$ cat src/rtl/alu_pkg.sv
package alu_pkg;
  typedef enum logic [2:0] {
    OP_ADD  = 3'b000,
    OP_SUB  = 3'b001,
    OP_INC  = 3'b010,
    OP_PASS = 3'b011,
    OP_AND  = 3'b100,
    OP_OR   = 3'b101,
    OP_XOR  = 3'b110,
    OP_NOT  = 3'b111
  } alu_op_e;
endpackage

$ cat src/rtl/alu_ext_bit.sv
module alu_ext_bit
  import alu_pkg::*;
(
  input  logic    a_i,
  input  logic    b_i,
  input  alu_op_e op_i,
  output logic    ia_o,
  output logic    ib_o
);
  always_comb begin
    ia_o = a_i;
    ib_o = 1'b0;
    case (op_i)
      OP_ADD:  ib_o = b_i;
      OP_SUB:  ib_o = ~b_i;
      OP_INC:  ib_o = 1'b0;
      OP_PASS: ib_o = 1'b0;
      // logic ops: result on first input, second input zero
      OP_AND:  ia_o = a_i & b_i;
      OP_OR:   ia_o = a_i | b_i;
      OP_XOR:  ia_o = a_i ^ b_i;
      OP_NOT:  ia_o = ~a_i;
      default: begin
        ia_o = a_i;
        ib_o = 1'b0;
      end
    endcase
  end
endmodule

$ cat src/rtl/alu_cin_gen.sv
module alu_cin_gen
  import alu_pkg::*;
(
  input  alu_op_e op_i,
  output logic    cin_o
);
  always_comb begin
    case (op_i)
      OP_SUB, OP_INC: cin_o = 1'b1;
      default:        cin_o = 1'b0;
    endcase
  end
endmodule

$ cat src/rtl/alu_ripple_add.sv
module alu_ripple_add #(
  parameter int unsigned W = 8
) (
  input  logic [W-1:0] ia_i,
  input  logic [W-1:0] ib_i,
  input  logic         cin_i,
  output logic [W-1:0] s_o
);
  logic [W-1:0] c;
  assign c[0] = cin_i;

  for (genvar i = 0; i < W; i++) begin : g_fa
    assign s_o[i] = ia_i[i] ^ ib_i[i] ^ c[i];
    if (i < W - 1) begin : g_carry
      assign c[i+1] = (ia_i[i] & ib_i[i]) | (c[i] & (ia_i[i] ^ ib_i[i]));
    end
  end
endmodule

$ cat src/rtl/alu_result_reg.sv
module alu_result_reg #(
  parameter int unsigned W = 8
) (
  input  logic         clk_i,
  input  logic         rst_ni,
  input  logic         ld_i,
  input  logic [W-1:0] d_i,
  output logic [W-1:0] q_o
);
  always_ff @(posedge clk_i or negedge rst_ni) begin
    if (!rst_ni)   q_o <= '0;
    else if (ld_i) q_o <= d_i;
  end
endmodule

$ cat src/rtl/alu_shared_adder.sv
module alu_shared_adder
  import alu_pkg::*;
#(
  parameter int unsigned W = 8
) (
  input  logic         clk_i,
  input  logic         rst_ni,
  input  logic [W-1:0] a_i,
  input  logic [W-1:0] b_i,
  input  logic [2:0]   op_i,
  input  logic         ld_i,
  output logic [W-1:0] s_o
);
  alu_op_e      op;
  logic [W-1:0] ia, ib, sum;
  logic         cin;

  assign op = alu_op_e'(op_i);

  for (genvar i = 0; i < W; i++) begin : g_ext
    alu_ext_bit u_ext (
      .a_i  (a_i[i]),
      .b_i  (b_i[i]),
      .op_i (op),
      .ia_o (ia[i]),
      .ib_o (ib[i])
    );
  end

  alu_cin_gen u_cin (
    .op_i  (op),
    .cin_o (cin)
  );

  alu_ripple_add #(.W(W)) u_add (
    .ia_i  (ia),
    .ib_i  (ib),
    .cin_i (cin),
    .s_o   (sum)
  );

  alu_result_reg #(.W(W)) u_reg (
    .clk_i  (clk_i),
    .rst_ni (rst_ni),
    .ld_i   (ld_i),
    .d_i    (sum),
    .q_o    (s_o)
  );
endmodule

$ cat config.mk
export PLATFORM = sky130hd
export DESIGN_NAME = alu_shared_adder
export DESIGN_NICKNAME = d
export VERILOG_FILES = /design/src/rtl/alu_pkg.sv /design/src/rtl/alu_ext_bit.sv /design/src/rtl/alu_cin_gen.sv /design/src/rtl/alu_ripple_add.sv /design/src/rtl/alu_result_reg.sv /design/src/rtl/alu_shared_adder.sv
export SDC_FILE = /design/constraint.sdc
export NUM_CORES = 1
export LEC_CHECK = 0
export BUFFER_PORTS_ARGS = -buffer_cell sky130_fd_sc_hd__buf_2
export CAP_MARGIN = 20
export CORE_MARGIN = 2
export CORE_UTILIZATION = 55
export DETAILED_ROUTE_END_ITERATION = 10
export PLACE_DENSITY = 0.85
export SLEW_MARGIN = 15
export SYNTH_ARGS = -nofsm -noshare
export SYNTH_HDL_FRONTEND = slang
export SYNTH_SLANG_ARGS = --single-unit
$ cat constraint.sdc
create_clock -name clk_i -period 1.9 [get_ports clk_i]
set_clock_uncertainty 0.05 [all_clocks]
set_input_delay 0 -clock clk_i [delete_from_list [all_inputs] [get_ports clk_i]]
set_output_delay 0 -clock clk_i [all_outputs]
set_load 0.05 [all_outputs]
==> results of run 1 <==
==> placed cells by master (no fill, tap or decap), types with 2 or more instances in the layout <==
master	count
mux4_2	3
buf_4	30
o21ai_2	5
nand2_1	23
fa_2	7
ha_1	14
nor2b_1	3
inv_2	5
dfrtp_1	8
ha_4	2
xor2_1	7
inv_1	15
clkbuf_4	3
buf_2	27
xnor2_1	2
dlygate4sd3_1	2
o211ai_1	8
o21ai_1	10
==> layer usage <==
metal	vias up	routed length [um]	global-route usage [%]
li1	573	-	-
met1	581	1270	28.6
met2	44	1800	53.3
met3	13	126	2.38
met4	0	137	16.2
met5	-	0	0
==> cell type report <==
cell class / instances / area, sq um
multi-input cells: 101 / 951
well taps: 27 / 33.8
inverters: 22 / 103
repair buffers: 62 / 427
clock buffers: 3 / 22.5
flip-flops and latches: 8 / 200
fillers: 102 / 265
==> what timing repair did <==
| item | CTS | global route |
|---|---|---|
| pin swaps | 6 | 2 |
| setup buffers | 2 | 0 |
| gates resized for setup | 12 | 5 |
| hold buffers | 2 | 0 |
| endpoints found under the hold margin | 9 | 0 |
| endpoints found under the setup margin | 7 | 7 |
==> Yosys cell counts, drive strengths merged (3+ instances only) <==
library cell,count,share of area (%)
buf,5,2.7
nor2b,3,1.6
dfrtp,8,17
ha,16,17
clkbuf,3,0.95
mux4,3,5.7
xor2,7,5.2
inv,22,6.9
o21ai,16,6.7
fa,7,12
nand2,23,7.3
o211ai,8,5.1
==> kinds of logic (layout without fill, tap and decap cells) <==
logic type,Yosys count,count (layout),synth area share (%)
simple gates,35,35,14.0
buf+inv,30,87,10.6
compound gates,28,28,14.9
fa+ha+maj,23,23,28.6
xor+xnor,9,9,6.63
flops,8,8,16.8
mux,6,6,8.32
==> power breakdown <==
group	switching, mW	total, mW	internal, mW
combinational	0.344	0.565	0.221
clock	0.0620	0.134	0.0725
sequential	0.0234	0.232	0.209
==> path summary, 6_finish.rpt <==
| kind | start | endpoint | slack [ns] | depth (start not counted) |
|---|---|---|---|---|
| setup / recovery | a_i[0] | u_reg.q_o[7] | -1.85 | 17 |
| setup reg to reg | u_reg.q_o[7] | u_reg.q_o[7] | 0.96 | 3 |
| max in group asynchronous | rst_ni | u_reg.q_o[6] | 1.56 | 2 |
| hold reg to reg | u_reg.q_o[2] | u_reg.q_o[2] | 0.45 | 2 |
| min in group clk_i | a_i[7] | u_reg.q_o[7] | 0.16 | 4 |
| hold / removal | rst_ni | u_reg.q_o[2] | 0.07 | 2 |
==> impl_metrics.ini, run 1 <==
[layout]
drive_above_1_share_pct = 48.0
area_growth_pct = 46.1
layoutNonFillerInstCount = 223
top_regs = u_reg.q_o x8
design_area_sq_um = 1740
largest_register_ffs = 8
diodes = 0
regMostFlops = u_reg.q_o
final_nets = 243
fin_util_pct = 86.8

[clocking]
cts_buffers = 3
clockBufferDepth = 2
cts_tree = built
htreeDepth = 1
clkLatencyLatePin_ns = 0.26
cts_root_buf = clkbuf_4
clk_pin_slew_ns = 0.05
cts.sinks = 8

[pwr]
power.total_mw = 0.932
irDropWorstVdd_mv = 0.409
p_per_area_nw_per_um2 = 537
leakagePower_nw = 0.848

[timing]
fin_crit_ns = 3.75
timing.final.ws_setup_ns = -1.85
relSlewSlack_pct = 64.8
timing.hold.ws_ns = 0.0721
worstMarginPinSlew_ns = 0.522
fin_setup_tns_ns = -5.38
hold_violations = 0
rsz0062_at_grt = true
finalCritPeriodShare_pct = 197
slew_violations = 0
max_freq_mhz = 267
finalSetupViolCount = 6

[placed_design]
place_congestion = 0.686
dp_slack_ns = -2.34
numPortBuffers = 29
placed_cells = 216
dp_hpwl_um = 2350
place_area_sq_um = 1600

[floorplanning]
start_util_pct = 59.4
rows = 16
core_area_sq_um = 2000
die_w_um = 50.5
pin_count = 30
dieArea_sq_um = 2550
die_h_um = 50.5

[worst_setup_path]
crit_family = adder cells
cp-end-kind = flop
start_kind = primary input
path_cells = buf_12 > inv_12 > ha_4 > mux4_2 > mux2i_2 > fa_2 > inv_2 > fa_2 > inv_2 > fa_2 > fa_2 > fa_2 > fa_2 > fa_2 > or3_4 > a2111oi_4 > nand3b_1
worst-setup-path-type = primary input to flop
cp.arrival_ns = 3.90
cp.required_ns = 2.05
crit_path_frequent_cell = fa_2
crit_buf_inv = 4
critical_path.slowest_cell = or3_4
cpPeakStageDelay_ns = 0.41
critPathMaxFanout = 3

[logic_synthesis]
yosysSeqAreaShare_pct = 16.8
syn_inst = 139
async_flop_share_pct = 100
synth_edf_count = 0
synthesis.area_sq_um = 1190
ys_warn_count = 0
syn_avg_cell_area_sq_um = 8.55
ys_ff_latch = 8
synth_cell_types = 32
synth_nets = 184
synth-main-ff-cell = dfrtp_1

[global_route]
grt_usage_pct = 27.6
grt_start_max_net_pins = 23
grt_pass1_wl_um = 5240
grt_pass1_vias = 1209
grt-ovfl-total = 0
antenna_found_initial = 0

[detailed_routing]
via_per_inst = 5.43
drt-total-wl_um = 3330
vias = 1211
ant_nets = 0
drc_errors = 0
drtIter0Drc = 23
first_pass_iters = 4
wl_per_cell_um = 15.0

[worst_hold_path]
hold_class = primary input to asynchronous set/reset pin

[run_status]
violations = setup timing
outcome = complete, but fails checks

[run]
drv_cap = 0
Power figures use the tool's default switching activity.
==> inputs of run 2 (changes only) <==
--- a/config.mk
+++ b/config.mk
@@ -8,9 +8,9 @@
 export BUFFER_PORTS_ARGS = -buffer_cell sky130_fd_sc_hd__buf_2
 export CAP_MARGIN = 20
 export CORE_MARGIN = 2
-export CORE_UTILIZATION = 55
+export CORE_UTILIZATION = 48
 export DETAILED_ROUTE_END_ITERATION = 10
-export PLACE_DENSITY = 0.85
+export PLACE_DENSITY = 0.79
 export SLEW_MARGIN = 15
 export SYNTH_ARGS = -nofsm -noshare
 export SYNTH_HDL_FRONTEND = slang
==> constraint.sdc (replaced) <==
create_clock -name clk_i -period 3.1 [get_ports clk_i]
set_clock_uncertainty 0.05 [all_clocks]
set_input_delay 0 -clock clk_i [delete_from_list [all_inputs] [get_ports clk_i]]
set_output_delay 0 -clock clk_i [all_outputs]
set_load 0.05 [all_outputs]
==> impl_metrics.ini, run 2 (synthesis gave the netlist of run 1 again) <==
[pwr]
leakagePower_nw = 0.789
clockPowerShare_pct = 15.3
sw_frac_of_total_pct = 45.3
pwr-share-seq_pct = 26.7
p_int_mw = 0.289
p_per_area_nw_per_um2 = 325
power.total_mw = 0.528
p_sw_mw = 0.239
share_comb_of_total_power_pct = 58.0
irDropWorstVdd_mv = 0.349

[placed_design]
dp_slack_ns = -1.07
numPortBuffers = 29
placed_cells = 212
place_area_sq_um = 1550
dp_hpwl_um = 2140
place_congestion = 0.737

[timing]
finalSetupViolCount = 2
hold_violations = 0
slew_violations = 0
finalCritPeriodShare_pct = 120
worstMarginPinSlew_ns = 0.515
timing.final.ws_setup_ns = -0.605
fin_crit_ns = 3.70
rsz0062_at_grt = true
max_freq_mhz = 270
relSlewSlack_pct = 65.3
timing.hold.ws_ns = 0.0521

[detailed_routing]
ant_nets = 0
drtIter0Drc = 5
vias = 1081
wl_per_cell_um = 11.1
via_per_inst = 4.98
drc_errors = 0
first_pass_iters = 3
drt-total-wl_um = 2410

[global_route]
grt-ovfl-total = 0
grt_usage_pct = 20.1
grt_pass1_vias = 1067
grt_pass1_wl_um = 4350
antenna_found_initial = 0
grt_start_max_net_pins = 23

[worst_setup_path]
critPathMaxFanout = 3
worst-setup-path-type = primary input to flop
start_kind = primary input
cp.arrival_ns = 3.85
cp-end-kind = flop
cpPeakStageDelay_ns = 0.40
r2r_start = u_reg.q_o[7]
reg2reg_depth = 3
critical_path.slowest_cell = or3_4
regToRegSetupSlack_ns = 2.18
r2r_end = u_reg.q_o[7]
crit_path_frequent_cell = fa_2
cp.required_ns = 3.25
path_cells = buf_8 > inv_8 > ha_4 > mux4_2 > mux2i_2 > fa_2 > inv_2 > fa_2 > inv_2 > fa_2 > fa_2 > fa_2 > fa_2 > fa_2 > or3_4 > a2111oi_4 > nand3b_1
crit_path_start = b_i[0]

[floorplanning]
die_h_um = 53.8
dieArea_sq_um = 2890
start_util_pct = 49.3
die_w_um = 53.8
pin_count = 30
rows = 18
core_area_sq_um = 2410

[run_status]
violations = setup timing
outcome = complete, but fails checks

[layout]
diodes = 0
final_common_cell = buf_2
regMostFlops = u_reg.q_o
final_nets = 234
top_regs = u_reg.q_o x8
largest_register_ffs = 8
final_cell_mix = buf_2 (27), nand2_1 (23), buf_4 (22)
design_area_sq_um = 1630
drive_above_1_share_pct = 42.8
layoutNonFillerInstCount = 217
fillers = 187
area_growth_pct = 36.7

[clocking]
clk_pin_slew_ns = 0.06
cts_root_buf = clkbuf_4
cts_buffers = 3
htreeDepth = 1
clkLatencyLatePin_ns = 0.26
clockBufferDepth = 2
cts.sinks = 8
cts_tree = built
post_cts_buffers = 0

[run]
drv_cap = 0

[worst_hold_path]
hold_class = primary input to asynchronous set/reset pin
==> run 2: cell types whose count changed in the layout (fill, tap and decap cells not counted), sizes merged <==
cell | before | now
buf | 60 | 51
==> run 2: repair_timing <==
action | CTS | global route
hold buffers | 2 | 0
setup endpoints to repair | 2 | 2
hold endpoints to repair | 9 | 0
pin swaps | 5 | 1
gates resized for setup | 8 | 0
==> run 2: worst max-delay path: cells and delay by family <==
kind,cells,cell delay [ns]
multiplexers,2,0.31
adder cells (fa/ha/maj),8,2.52
AND/OR/NAND/NOR,2,0.54
AO/OA/AOI/OAI,1,0.28
buffers and inverters,4,0.22
==> run 2: metal layers <==
metal  up-vias  share of wire [%]  GRT usage (%)  routed length [um]
met5         -                  0              0                   0
met4         0               0.66           5.98                  16
met3         2                3.5           1.11                  84
met2        20                 51           37.0                1230
met1       497                 45           24.8                1080
li1        562                  -              -                   -
==> run 2: how the worst max path moves through the flow <==
stage | end | slack, ns | depth (start not counted)
CTS | u_reg.q_o[7] | -0.61 | 17
finish | u_reg.q_o[7] | -0.60 | 17
floorplan | u_reg.q_o[7] | -0.75 | 16
global placement | u_reg.q_o[7] | -0.98 | 17
global route | u_reg.q_o[7] | -0.74 | 17
detailed placement | u_reg.q_o[7] | -1.07 | 17
==> run 2: area by class of cell <==
type / count / area [sq um] / area share, %
clock buffer: 3 / 22.5 / 1.39
inverter: 22 / 95.1 / 5.85
multi-input combinational: 101 / 920 / 56.6
sequential: 8 / 200 / 12.3
tap: 30 / 37.5 / 2.31
timing repair buffer: 53 / 350 / 21.6
==> run 2: metrics by stage <==
step                      utilization [%]  TNS (ns)
after floorplan                         -     -1.01
after global placement               64.2     -1.55
after detailed placement             64.2     -1.80
after CTS                            67.4    -0.723
after global routing                 67.4    -0.926
final                                67.4    -0.708
==> run 2: power groups by stage <==
stage / logic [mW] / clock network, mW / registers [mW]
CTS: 0.310 / 0.0827 / 0.141
floorplan: 0.126 / 0 / 0.224
detailed placement: 0.301 / 0 / 0.142
global placement: 0.289 / 0 / 0.139
finish: 0.306 / 0.0809 / 0.141
global route: 0.340 / 0.0887 / 0.144
==> inputs of run 3 (changes only) <==
--- a/config.mk
+++ b/config.mk
@@ -10,6 +10,7 @@
 export CORE_MARGIN = 2
 export CORE_UTILIZATION = 48
 export DETAILED_ROUTE_END_ITERATION = 10
+export GPL_TIMING_DRIVEN = 0
 export PLACE_DENSITY = 0.79
 export SLEW_MARGIN = 15
 export SYNTH_ARGS = -nofsm -noshare
==> impl_metrics.ini, run 3 (synthesis gave the netlist of run 1 again) <==
[layout]
final_nets = 224
largest_register_ffs = 8
area_growth_pct = 32.5
design_area_sq_um = 1580
top_regs = u_reg.q_o x8
final_common_cell = buf_2
final_cell_mix = buf_2 (26), nand2_1 (23), inv_1 (15), ha_1 (15), o21ai_1 (14)
diodes = 0
drive_above_1_share_pct = 39.0
regMostFlops = u_reg.q_o
fin_util_pct = 65.4

[pwr]
leakagePower_nw = 0.747
p_per_area_nw_per_um2 = 335
power.total_mw = 0.527
irDropWorstVdd_mv = 0.298

[global_route]
grt_start_max_net_pins = 11
antenna_found_initial = 0
grt_pass1_vias = 971
busiest_layer = met2
grt_use_met1_pct = 23.9
use_met3_pct = 1.11
grt-ovfl-total = 0
grtUsageMet2_pct = 37.2
grt_usage_pct = 20.0
grt_pass1_wl_um = 4170

[timing]
fin_crit_ns = 3.72
max_freq_mhz = 269
finalSetupViolCount = 2
finalCritPeriodShare_pct = 120
slew_violations = 0
relSlewSlack_pct = 63.6
worstMarginPinSlew_ns = 0.540
hold_violations = 0
timing.final.ws_setup_ns = -0.622
rsz0062_at_grt = true

[worst_setup_path]
cp.required_ns = 3.24
start_kind = primary input
cp.arrival_ns = 3.87
critPathMaxFanout = 3
worst-setup-path-type = primary input to flop
cp-end-kind = flop

[detailed_routing]
drt-total-wl_um = 2580
first_pass_iters = 4
drc_errors = 0
vias = 1062
via_per_inst = 5.13
ant_nets = 0
drtIter0Drc = 5
wl_per_cell_um = 12.5

[clocking]
clkLatencyLatePin_ns = 0.26
cts_root_buf = clkbuf_4
cts_buffers = 3
cts.sinks = 8
clk_pin_slew_ns = 0.07
htreeDepth = 1
clockBufferDepth = 2
cts_tree = built

[floorplanning]
start_util_pct = 49.3
core_area_sq_um = 2410
die_w_um = 53.8
pin_count = 30
dieArea_sq_um = 2890
die_h_um = 53.8
rows = 18

[run]
drv_cap = 0

[placed_design]
dp_hpwl_um = 2130
place_congestion = 0.696
place_area_sq_um = 1440
numPortBuffers = 27

[run_status]
violations = setup timing
outcome = complete, but fails checks

[worst_hold_path]
hold_class = primary input to flop
run 3: changes by cell type in the layout (fill, tap and decap cells not counted):
cell           change
buf_2              -1
buf_4             -15
buf_6              +1
buf_8              +3
clkbuf_1           +2
clkbuf_8           +1
dlygate4sd3_1      -1
run 3: worst paths after layout:
check / startpoint / end / slack, ns / cells after the start
hold / removal: ld_i / u_reg.q_o[1] / 0.009 / 2
min in group asynchronous: rst_ni / u_reg.q_o[7] / 0.05 / 2
setup / recovery: b_i[0] / u_reg.q_o[7] / -0.62 / 17
max in group asynchronous: rst_ni / u_reg.q_o[3] / 2.76 / 2
setup reg to reg: u_reg.q_o[7] / u_reg.q_o[7] / 2.15 / 3
hold reg to reg: u_reg.q_o[6] / u_reg.q_o[6] / 0.45 / 2
run 3: what timing repair did:
item / CTS / global route
setup buffers: 6 / 1
hold buffers: 1 / 0
pin swaps: 7 / 2
cloned: 0 / 0
setup endpoints to repair: 2 / 2
hold endpoints to repair: 8 / 0
resized for setup: 10 / 1
run 3: layout make-up:
type                            count  area, sq um
Buffer                              8         82.6
Fill cell                         196          835
Inverter                           22         95.1
Timing Repair Buffer               35          218
Multi-Input combinational cell    101          920
Clock buffer                        3         22.5
Tap cell                           30         37.5
Sequential cell                     8          200
run 3: layer usage:
| metal | vias to the layer above | share of wire (%) |
|---|---|---|
| li1 | 535 | - |
| met1 | 509 | 44 |
| met2 | 18 | 53 |
| met3 | 0 | 3.2 |
| met4 | 0 | 0 |
| met5 | - | 0 |
run 3: per-stage QoR:
step / std cells / setup slack (ns) / hold WS (ns) / setup TNS [ns]
after floorplan: 139 / -0.754 / -0.346 / -1.01
after global placement: 196 / -1.06 / -0.208 / -1.74
after detailed placement: 196 / -1.15 / -0.197 / -1.91
after CTS: 206 / -0.646 / 0.00814 / -0.731
after global routing: 207 / -0.734 / 0.0127 / -0.890
final: 207 / -0.622 / 0.00949 / -0.700
run 3: critical path, stage by stage:
cell and delay [ns]:
buf_8 0.09, inv_8 0.03, ha_4 0.25, mux4_2 0.24, mux2i_2 0.08, fa_2 0.34
inv_2 0.06, fa_2 0.18, inv_2 0.04, fa_2 0.34, fa_2 0.35, fa_2 0.34
fa_2 0.34, fa_2 0.36, or3_4 0.40, a2111oi_4 0.29, nand3b_1 0.16
run 3: report_power, final:
| part | switching [mW] | internal, mW |
|---|---|---|
| combinational | 0.191 | 0.112 |
| clock | 0.0393 | 0.0445 |
| sequential | 0.0122 | 0.128 |
